===== config.mk =====
export PLATFORM = sky130hd
export DESIGN_NAME = lineHzTop
export DESIGN_NICKNAME = d
export VERILOG_FILES = /design/src/rtl/lineHzPkg.sv /design/src/rtl/lhClkLoss.sv /design/src/rtl/lhCtrl.sv /design/src/rtl/lhDatapath.sv /design/src/rtl/lineHzTop.sv
export SDC_FILE = /design/constraint.sdc
export NUM_CORES = 1
export LEC_CHECK = 0
export BUFFER_PORTS_ARGS = -buffer_cell sky130_fd_sc_hd__clkbuf_2
export CAP_MARGIN = 10
export CORE_MARGIN = 1.5
export CORE_UTILIZATION = 45
export DETAILED_ROUTE_END_ITERATION = 12
export SYNTH_ARGS = -nofsm -noshare
export SYNTH_HDL_FRONTEND = slang
export SYNTH_SLANG_ARGS = --single-unit

===== constraint.sdc =====
create_clock -name refClk -period 3.85 [get_ports refClk]
set_clock_uncertainty 0.2 [all_clocks]
set_input_delay 0.1925 -clock refClk [delete_from_list [all_inputs] [get_ports refClk]]
set_output_delay 0.1925 -clock refClk [all_outputs]
set_load 0.01 [all_outputs]

===== src/rtl/lineHzPkg.sv =====
package lineHzPkg;
  localparam int unsigned LH_CHANNELS   = 8;
  localparam int unsigned LH_LOSS_CYC   = 64;
  localparam int unsigned LH_GOOD_EDGES = 8;

  // strobes from control to datapath
  typedef struct packed {
    logic allOff;    // chip-wide silence request
    logic cfgArmed;  // configuration loaded since last reset
  } hzStrobe_t;
endpackage


===== src/rtl/lhClkLoss.sv =====
module lhClkLoss #(
  parameter int unsigned LOSS_CYC   = 64,
  parameter int unsigned GOOD_EDGES = 8
) (
  input  logic refClk,
  input  logic rstN,
  input  logic watchClk,
  output logic lost
);
  localparam int unsigned GW = $clog2(LOSS_CYC + 1);
  localparam int unsigned EW = (GOOD_EDGES > 1) ? $clog2(GOOD_EDGES) : 1;
  localparam logic [GW-1:0] GAP_LAST = GW'(LOSS_CYC - 1);
  localparam logic [EW-1:0] EDGE_LAST = EW'(GOOD_EDGES - 1);

  logic [2:0]    syncQ;
  logic [GW-1:0] gapCnt;
  logic [EW-1:0] goodCnt;
  logic          rise;
  logic          timeout;

  // two synchronizer stages plus one history stage
  always_ff @(posedge refClk or negedge rstN) begin
    if (!rstN) syncQ <= '0;
    else       syncQ <= {syncQ[1:0], watchClk};
  end

  assign rise    = syncQ[1] & ~syncQ[2];
  assign timeout = !rise && (gapCnt >= GAP_LAST);

  always_ff @(posedge refClk or negedge rstN) begin
    if (!rstN) begin
      gapCnt <= '0;
    end else if (rise) begin
      gapCnt <= '0;
    end else if (gapCnt != GW'(LOSS_CYC)) begin
      gapCnt <= gapCnt + 1'b1;
    end
  end

  always_ff @(posedge refClk or negedge rstN) begin
    if (!rstN) begin
      lost    <= 1'b1;
      goodCnt <= '0;
    end else if (timeout) begin
      lost    <= 1'b1;
      goodCnt <= '0;
    end else if (rise && lost) begin
      if (goodCnt == EDGE_LAST) begin
        lost    <= 1'b0;
        goodCnt <= '0;
      end else begin
        goodCnt <= goodCnt + 1'b1;
      end
    end
  end
endmodule


===== src/rtl/lhCtrl.sv =====
module lhCtrl
  import lineHzPkg::*;
#(
  parameter int unsigned NUM_CH = 8
) (
  input  logic              refClk,
  input  logic              rstN,
  input  logic              swRst,
  input  logic              cfgLoad,
  input  logic              hzPin,
  input  logic              mclkLost,
  input  logic [NUM_CH-1:0] txLost,
  input  logic [NUM_CH-1:0] chHz,
  input  logic [NUM_CH-1:0] chPd,
  input  logic [NUM_CH-1:0] remLoop,
  input  logic [NUM_CH-1:0] patMclk,
  output hzStrobe_t         strb,
  output logic [NUM_CH-1:0] chOff
);
  logic armed;

  // software reset has priority over a configuration load
  always_ff @(posedge refClk or negedge rstN) begin
    if (!rstN)        armed <= 1'b0;
    else if (swRst)   armed <= 1'b0;
    else if (cfgLoad) armed <= 1'b1;
  end

  always_comb begin
    strb.allOff   = hzPin | mclkLost | swRst;
    strb.cfgArmed = armed;
  end

  for (genvar i = 0; i < NUM_CH; i++) begin : g_ch
    logic clkExempt;
    assign clkExempt = remLoop[i] | patMclk[i];
    assign chOff[i]  = chHz[i] | chPd[i] | (txLost[i] & ~clkExempt);
  end
endmodule


===== src/rtl/lhDatapath.sv =====
module lhDatapath
  import lineHzPkg::*;
#(
  parameter int unsigned NUM_CH = 8
) (
  input  logic              refClk,
  input  logic              rstN,
  input  hzStrobe_t         strb,
  input  logic [NUM_CH-1:0] chOff,
  input  logic [NUM_CH-1:0] chExtTerm,
  input  logic [NUM_CH-1:0] chT1Mode,
  output logic [NUM_CH-1:0] drvEn,
  output logic [NUM_CH-1:0] termErr
);
  logic [NUM_CH-1:0] enNext;

  assign enNext = (strb.cfgArmed && !strb.allOff) ? ~chOff : '0;

  always_ff @(posedge refClk or negedge rstN) begin
    if (!rstN) begin
      drvEn   <= '0;
      termErr <= '0;
    end else begin
      drvEn   <= enNext;
      termErr <= chExtTerm & chT1Mode;
    end
  end
endmodule


===== src/rtl/lineHzTop.sv =====
module lineHzTop
  import lineHzPkg::*;
#(
  parameter int unsigned NUM_CH     = LH_CHANNELS,
  parameter int unsigned LOSS_CYC   = LH_LOSS_CYC,
  parameter int unsigned GOOD_EDGES = LH_GOOD_EDGES
) (
  input  logic              refClk,
  input  logic              rstN,
  input  logic              swRst,
  input  logic              cfgLoad,
  input  logic              hzPin,
  input  logic              mclkIn,
  input  logic [NUM_CH-1:0] txClkIn,
  input  logic [NUM_CH-1:0] chHz,
  input  logic [NUM_CH-1:0] chPd,
  input  logic [NUM_CH-1:0] chExtTerm,
  input  logic [NUM_CH-1:0] chT1Mode,
  input  logic [NUM_CH-1:0] remLoop,
  input  logic [NUM_CH-1:0] patMclk,
  output logic [NUM_CH-1:0] drvEn,
  output logic [NUM_CH-1:0] termErr
);
  logic              mclkLostW;
  logic [NUM_CH-1:0] txLostW;
  logic [NUM_CH-1:0] chOffW;
  hzStrobe_t         strbW;

  lhClkLoss #(.LOSS_CYC(LOSS_CYC), .GOOD_EDGES(GOOD_EDGES)) u_mclkLoss (
    .refClk(refClk), .rstN(rstN), .watchClk(mclkIn), .lost(mclkLostW)
  );

  for (genvar i = 0; i < NUM_CH; i++) begin : g_txLoss
    lhClkLoss #(.LOSS_CYC(LOSS_CYC), .GOOD_EDGES(GOOD_EDGES)) u_txLoss (
      .refClk(refClk), .rstN(rstN), .watchClk(txClkIn[i]), .lost(txLostW[i])
    );
  end

  lhCtrl #(.NUM_CH(NUM_CH)) u_ctrl (
    .refClk(refClk), .rstN(rstN), .swRst(swRst), .cfgLoad(cfgLoad),
    .hzPin(hzPin), .mclkLost(mclkLostW), .txLost(txLostW),
    .chHz(chHz), .chPd(chPd), .remLoop(remLoop), .patMclk(patMclk),
    .strb(strbW), .chOff(chOffW)
  );

  lhDatapath #(.NUM_CH(NUM_CH)) u_dp (
    .refClk(refClk), .rstN(rstN), .strb(strbW), .chOff(chOffW),
    .chExtTerm(chExtTerm), .chT1Mode(chT1Mode),
    .drvEn(drvEn), .termErr(termErr)
  );
endmodule


==> results.toml, run 1 <==
[die]
io_pins = 78
dieArea_mm2 = 0.0162
rows = 45
die_w_um = 127
core_mm2 = 0.0151
die_h_um = 127
initial_core_util_pct = 46.0

[yosys]
synth-edff-count = 0
synth-async-reset-ratio_pct = 100
ys_ff_latch = 143
synth_nets = 770
ys_types = 40
ys_seq_area_share_pct = 51.6
yosys_warnings = 0
synth.avg_cell_area_um2 = 10.4
synth_ff_type = "dfrtp_1"
syn_area_mm2 = 0.00696
syn_inst = 672

[timing]
worst_pin_slew_ps = 1040
maxSlewViolCount = 0
fmax_mhz = 369
setup_viol = 0
final.setup.tns_ps = 0
period_minus_slack_ps = 2710
fin_crit_sh_pct = 70.4
rsz0062_at_grt = "false"
hold_violations = 0
max-slew-margin-rel_pct = 30.5

[final_layout]
drive_above_1_share_pct = 16.8
multi_input_area_mm2 = 0.00315
final_common_cell = "dfrtp_1"
fin_nets = 890
antenna_cells_inserted = 0
area_growth_pct = 22.1
final-seq-area_mm2 = 0.00359
postLayoutCoreUtil_pct = 56.1
nFillCells = 1300
final_cell_mix = "dfrtp_1 (134), clkbuf_2 (76), a21oi_1 (67)"

[status]
outcome = "finished, final reports clean"

[grt]
grt_start_max_net_pins = 90
antenna_found_initial = 0
grt_pass1_wl_mm = 24.5
track_usage_pct = 19.1
grt_pass1_vias = 5341
grt.overflow.total = 0

[worst_setup_path]
worst-path-buf-inv = 1
crit_required_ps = 4000
cpLargestDelayFamily = "simple AND/OR/NAND/NOR gates"
start_kind = "register"
critPathKind = "register to register"
reg2reg_slack_ps = 1140
cp_cell_sequence = "or4b_1, a2111oi_4, dlygate4sd3_1"
path_max_fanout = 8
worstPathArrival_ps = 2860
slowest_delay_ps = 990
worst_path_max_delay_cell = "or4b_1"
end_kind = "register"

[hold_path]
hold_class = "register to register"

[routing]
firstDrtPassIters = 4
viasPerCell = 5.39
drt_iter0_markers = 240
final_antenna_net_count = 0
route.detailed.wl_per_inst_um = 14.4
drc = 0
drt-total-wl_mm = 14.3
vias = 5343

[power_and_ir_drop]
p_per_area_mw_per_mm2 = 479
vdd.ir_drop.worst_mv = 0.319
p_leak_nw = 3.81
power_mw = 4.07

[placement]
port_buffers = 77
globalplace.congestion = 0.826
hpwl_mm = 9.85

[clock_tree]
numClockSinks = 143
cts_tree = "yes"
clock_path_buffers = 2
insertion_delay_ps = 420
htree_num_levels = 4
cts_root_buf = "clkbuf_16"
path_clk_slew_ps = 60
cts_buffers = 17
cts_resized = 0

[run]
max-cap-violations = 0
cells in the mapped netlist, drive strengths merged (9+ instances only):
master  instances  area [um2]
clkbuf         19        71.3
and2           12        75.1
dfrtp         134        3350
dfstp           9         236
xor2           18         158
nand4           9        56.3
inv            36         135
nand3          40         200
ha             36         450
nor2           39         146
o22ai          15        93.8
o21ai          33         165
nand2b         13        81.3
nand2          50         188
a21oi          67         335
or3            18         113
a211o           9        78.8
mux2i          14         140
nor3           18        90.1
nor2b          17         106
area by class of cell:
cell class / count / share of cell area, %
inverters: 36 / 1.59
well taps: 188 / 2.77
clock inverters: 7 / 0.736
flip-flops and latches: 143 / 42.2
repair buffers: 123 / 9.97
clock buffers: 24 / 5.67
multi-input cells: 471 / 37.0
layer usage:
metal / vias up / wire (um) / track usage, % / share of wire, %
met5: - / 0 / 0 / 0
met3: 16 / 451 / 4.44 / 3.2
met2: 103 / 7070 / 32.4 / 50
li1: 2636 / - / - / -
met4: 0 / 191 / 7.22 / 1.3
met1: 2588 / 6550 / 23.7 / 46
sequential cells by signal (all words and copies together) (netlist names):
signal,cells
g_txLoss.u_txLoss.gapCnt,56
u_mclkLoss.syncQ,3
u_mclkLoss.goodCnt,3
g_txLoss.u_txLoss.lost,8
u_dp.drvEn,8
u_mclkLoss.gapCnt,7
g_txLoss.u_txLoss.goodCnt,24
u_dp.termErr,8
g_txLoss.u_txLoss.syncQ,24
u_mclkLoss.lost,1
u_ctrl.armed,1
through the flow:
stage | setup WS, ps | std cells | hold slack, ps | cell area (um2)
2_1_floorplan | 2070 | 672 | -303 | 6960
3_3_place_gp | 1710 | 917 | 101 | 7510
3_5_place_dp | 1660 | 917 | 102 | 7510
4_1_cts | 1110 | 992 | 148 | 8500
5_1_grt | 1060 | 992 | 149 | 8500
6_report | 1140 | 992 | 143 | 8500
timing repair:
action / in CTS / in global routing
endpoints found under the hold margin: 108 / 0
hold buffers: 44 / 0
setup buffers: 0 / 0
endpoints found under the setup margin: 0 / 0
power by group:
part	total, mW	switching (mW)	internal [mW]	leakage, nW
clock	1.53	0.598	0.930	0.270
sequential	1.90	0.242	1.66	1.85
combinational	0.641	0.348	0.292	1.69
total	4.07	1.19	2.88	3.81
cells by family after synthesis:
family / Yosys count / share of synthesized area (%)
xor gates and xnor gates: 18 / 2.26
and+or+nand+nor: 245 / 18.6
DFF: 143 / 51.6
muxes: 14 / 2.01
buffers and inverters: 58 / 3.24
adders and majority gates: 36 / 6.47
AOI/OAI and AO/OA: 158 / 15.8
final timing paths:
| kind | end | cells past startpoint | startpoint |
|---|---|---|---|
| max in group asynchronous | g_txLoss[7].u_txLoss.lost | 3 | rstN |
| min | g_txLoss[7].u_txLoss.syncQ[1] | 0 | g_txLoss[7].u_txLoss.syncQ[0] |
| min reg2reg | g_txLoss[7].u_txLoss.syncQ[1] | 0 | g_txLoss[7].u_txLoss.syncQ[0] |
| max reg2reg | u_dp.drvEn[5] | 3 | u_mclkLoss.lost |
| min in group asynchronous | g_txLoss[0].u_txLoss.gapCnt[2] | 2 | rstN |
| max | u_dp.drvEn[5] | 3 | u_mclkLoss.lost |
No activity file was read; power rests on OpenSTA's default activity.
==> inputs of run 2 (changes only) <==
- PLACE_DENSITY: not set -> 0.66
- clock period: 3.85 -> 2.3 ns (I/O delays scaled with it)
==> run 2 against run 1 <==
The run now ends with negative hold slack left. First-iteration DRC count is 30% higher. Critical endpoint is now g_txLoss[5].u_txLoss.gapCnt[1]. Via count rose by 2.6%. Worst setup slack got worse by 890 ps. Highest routed layer unchanged. Clock-buffer cell count shrank 2. Maximum frequency up 32%. Register-to-register slack lost 890 ps. Cell count rose by 2.6%. Worst hold slack got worse by 150 ps.
==> results.toml, run 2 (synthesis gave the netlist of run 1 again) <==
[power_and_ir_drop]
power_mw = 7.21
pwr-share-clk_pct = 40.3
pwr-share-seq_pct = 44.1
switching_share_pct = 28.0
combinationalPowerShare_pct = 15.6
p_leak_nw = 3.94
p_per_area_mw_per_mm2 = 817
power.net_switching_mw = 2.02
p_int_mw = 5.20
vdd.ir_drop.worst_mv = 0.517

[timing]
fin_crit_sh_pct = 89.2
setup_viol = 0
maxSlewViolCount = 0
period_minus_slack_ps = 2050
max-slew-margin-rel_pct = 59.9
hold_violations = 4
hold_slack_ps = -3.49
worst_pin_slew_ps = 593
final.setup.tns_ps = 0
rsz0062_at_grt = "false"
fmax_mhz = 488

[routing]
route.detailed.wl_per_inst_um = 14.3
drt-total-wl_mm = 14.6
viasPerCell = 5.39
final_antenna_net_count = 0
vias = 5482
drc = 0
drt_iter0_markers = 311
firstDrtPassIters = 4

[final_layout]
drive_above_1_share_pct = 17.4
postLayoutCoreUtil_pct = 58.3
largest-register = "g_txLoss.u_txLoss.gapCnt"
final_cells = 1018
area_growth_pct = 26.9
reg_top3 = "g_txLoss.u_txLoss.gapCnt (56), g_txLoss.u_txLoss.goodCnt (24), g_txLoss.u_txLoss.syncQ (24)"
final_cell_mix = "dfrtp_1 (134), clkbuf_2 (76), a21oi_1 (67)"
largest_reg_flops = 56
final_common_cell = "dfrtp_1"
fin_nets = 913

[grt]
grt_start_max_net_pins = 58
grt.overflow.total = 0
track_usage_pct = 19.5
grt_pass1_vias = 5577
antenna_found_initial = 2
grt_pass1_wl_mm = 25.4

[clock_tree]
numClockSinks = 143
cts_buffers = 17
insertion_delay_ps = 420
cts_resized = 0
path_clk_slew_ps = 60
cts_root_buf = "clkbuf_16"
postCtsSetupRepairBufs = 0
clock_path_buffers = 2
cts_tree = "yes"
htree_num_levels = 4

[worst_setup_path]
worst-path-buf-inv = 1
start_kind = "register"
cp_cell_sequence = "inv_1, ha_1, or4b_2, o21ai_0, a21oi_1"
worstPathArrival_ps = 2120
path_max_fanout = 6
end_kind = "register"
critPathKind = "register to register"
cpLargestDelayFamily = "simple AND/OR/NAND/NOR gates"
crit_required_ps = 2370
slowest_delay_ps = 620
worst_path_max_delay_cell = "or4b_2"

[die]
dieArea_mm2 = 0.0162
die_h_um = 127
io_pins = 78
core_mm2 = 0.0151
rows = 45
initial_core_util_pct = 46.0
die_w_um = 127

[placement]
globalplace.congestion = 0.820
hpwl_mm = 9.97
dp_cells = 923
port_buffers = 77

[status]
violations = "negative hold slack"
outcome = "finished, violations left"

[run]
max-cap-violations = 0

[hold_path]
hold_class = "input pin to asynchronous set/reset pin"
## run 2: cell types whose count changed in the layout (fill, tap and decap cells not counted), sizes merged
cell         before  now
dlygate4sd3      44   61
diode             0    2
clkbuf          100   98
clkinv            5    4
bufinv            1    4
buf               3    9
clkinvlp          1    2
## run 2: timing repair
| item | CTS | global route |
|---|---|---|
| endpoints found under the hold margin | 164 | 0 |
| endpoints found under the setup margin | 0 | 0 |
| hold buffers | 61 | 0 |
## run 2: layout make-up
class | instances | area (um2)
Antenna cell | 2 | 5.00
Tap cell | 188 | 235
Timing Repair Buffer | 146 | 1090
Sequential cell | 143 | 3590
Fill cell | 1223 | 6310
Inverter | 36 | 135
Clock inverter | 10 | 159
Clock buffer | 22 | 474
Multi-Input combinational cell | 471 | 3150
## run 2: per-layer routing
layer	wire, um	share of wire, %	global-route usage, %
met3	534	3.7	5.11
met1	6300	43	23.6
met2	7410	51	33.3
met5	0	0	0
met4	323	2.2	7.62
## run 2: final timing paths
| kind | from | to | slack [ps] | depth (start not counted) |
|---|---|---|---|---|
| max | g_txLoss[5].u_txLoss.gapCnt[0] | g_txLoss[5].u_txLoss.gapCnt[1] | 250 | 5 |
| min | rstN | g_txLoss[0].u_txLoss.gapCnt[5] | -3 | 2 |
| max reg2reg | g_txLoss[5].u_txLoss.gapCnt[0] | g_txLoss[5].u_txLoss.gapCnt[1] | 250 | 5 |
| min reg2reg | g_txLoss[7].u_txLoss.syncQ[0] | g_txLoss[7].u_txLoss.syncQ[1] | 150 | 0 |
| max in group asynchronous | rstN | u_mclkLoss.lost | 1200 | 3 |
| min in group refClk | txClkIn[7] | g_txLoss[7].u_txLoss.syncQ[0] | 140 | 2 |
## run 2: power groups by stage
stage / clock, mW / combinational, mW / sequential (mW)
final: 2.90 / 1.13 / 3.18
after CTS: 2.98 / 1.13 / 3.17
after floorplan: 0 / 0.862 / 3.02
after detailed placement: 0 / 1.04 / 3.21
after global placement: 0 / 0.979 / 3.18
after global routing: 3.09 / 1.28 / 3.25
## run 2: metrics by stage
step	worst slack, ps	area (um2)
floorplan	517	6960
global placement	471	7580
detailed placement	339	7580
CTS	326	8830
global route	186	8830
finish	250	8830
==> inputs of run 3 (changes only) <==
- CORE_MARGIN: 1.5 -> not set
==> run 3 against run 2 <==
The run now ends clean. Power shrank 0.58%. First-iteration DRC count shrank 1.6%. Worst setup slack better by 100 ps. Register-to-register slack gained 100 ps. Highest routed layer unchanged.
==> results.toml, run 3 (synthesis gave the netlist of run 1 again) <==
[clock_tree]
numClockSinks = 143
cts_root_buf = "clkbuf_16"
cts_tree = "yes"
insertion_delay_ps = 420
cts_buffers = 17
postCtsSetupRepairBufs = 0
path_clk_slew_ps = 60
htree_num_levels = 4
clock_path_buffers = 2
cts_resized = 0

[final_layout]
area_growth_pct = 26.6
antenna_cells_inserted = 0
largest-register = "g_txLoss.u_txLoss.gapCnt"
reg_top3 = "g_txLoss.u_txLoss.gapCnt (56), g_txLoss.u_txLoss.goodCnt (24), g_txLoss.u_txLoss.syncQ (24)"
final_cells = 1017
largest_reg_flops = 56
fin_nets = 914
final_cell_mix = "dfrtp_1 (134), clkbuf_2 (76), a21oi_1 (67)"
final_common_cell = "dfrtp_1"
drive_above_1_share_pct = 17.5
nFillCells = 1245
multi_input_area_mm2 = 0.00315
final-seq-area_mm2 = 0.00359
postLayoutCoreUtil_pct = 58.2

[grt]
track_usage_pct = 19.6
grt_pass1_vias = 5454
antenna_found_initial = 0
grt_util_met1_pct = 23.2
use_met2_pct = 34.4
grt_start_max_net_pins = 58
grt.busiest_layer = "met2"
gr-usage-met3_pct = 4.34
grt_pass1_wl_mm = 24.9
grt.overflow.total = 0

[placement]
hpwl_mm = 10.0
port_buffers = 77
globalplace.congestion = 0.842
dp_cells = 925

[routing]
drt-total-wl_mm = 14.4
drc = 0
viasPerCell = 5.35
drt_iter0_markers = 306
firstDrtPassIters = 4
route.detailed.wl_per_inst_um = 14.2
vias = 5440
final_antenna_net_count = 0

[worst_setup_path]
end_kind = "register"
start_kind = "register"
critPathKind = "register to register"
path_max_fanout = 6
crit_required_ps = 2380
worstPathArrival_ps = 2030

[timing]
period_minus_slack_ps = 1950
hold_slack_ps = 25.0
setup_viol = 0
fin_crit_sh_pct = 84.6
max-slew-margin-rel_pct = 61.1
maxSlewViolCount = 0
final.setup.tns_ps = 0
fmax_mhz = 514
rsz0062_at_grt = "false"
hold_violations = 0
worst_pin_slew_ps = 576

[die]
rows = 45
io_pins = 78
die_w_um = 126
core_mm2 = 0.0151
initial_core_util_pct = 46.0
die_h_um = 126
dieArea_mm2 = 0.0160

[run]
max-cap-violations = 0

[power_and_ir_drop]
vdd.ir_drop.worst_mv = 0.607
p_per_area_mw_per_mm2 = 814
p_leak_nw = 3.94

[hold_path]
hold_class = "input pin to register"

[status]
outcome = "finished, final reports clean"
run 3: worst paths after layout:
check / start / to / cells after the start / slack, ps
max: g_txLoss[6].u_txLoss.gapCnt[0] / g_txLoss[6].u_txLoss.gapCnt[1] / 5 / 350
min: hzPin / u_dp.drvEn[7] / 4 / 30
max reg2reg: g_txLoss[6].u_txLoss.gapCnt[0] / g_txLoss[6].u_txLoss.gapCnt[1] / 5 / 350
min reg2reg: g_txLoss[4].u_txLoss.syncQ[0] / g_txLoss[4].u_txLoss.syncQ[1] / 0 / 150
max in group asynchronous: rstN / g_txLoss[5].u_txLoss.lost / 3 / 1160
min in group asynchronous: rstN / g_txLoss[0].u_txLoss.gapCnt[4] / 2 / 40
run 3: area by class of cell:
class	count	share of cell area, %
sequential	143	40.7
multi-input combinational	471	35.7
timing repair buffer	147	12.4
clock buffer	21	5.11
tap	188	2.67
clock inverter	11	1.86
inverter	36	1.53
run 3: timing repair:
item	CTS	global route
hold buffers	60	0
hold endpoints to repair	163	0
setup endpoints to repair	0	0
run 3: metrics by stage:
stage               power (mW)  worst slack, ps  instance area, um2
floorplan                 3.89              517                6960
global placement          4.17              460                7600
detailed placement        4.25              382                7600
CTS                       7.23              366                8810
global route              7.58              263                8810
finish                    7.17              354                8810
run 3: worst max-delay path: stages, from the launching register on:
cell	delay, ps
dfrtp_1	430
inv_1	110
ha_1	170
or4b_2	620
o21ai_0	190
a21oi_1	90
run 3: where the power goes:
group	switching [mW]	total [mW]	internal (mW)
registers	0.400	3.17	2.77
logic	0.606	1.14	0.530
clock network	1.03	2.86	1.84
total	2.03	7.17	5.14
run 3: per-layer routing:
| layer | vias up | part of all wire (%) |
|---|---|---|
| met3 | 25 | 3.2 |
| met5 | - | 0 |
| met1 | 2626 | 44 |
| met2 | 106 | 51 |
| met4 | 0 | 2.2 |
| li1 | 2683 | - |
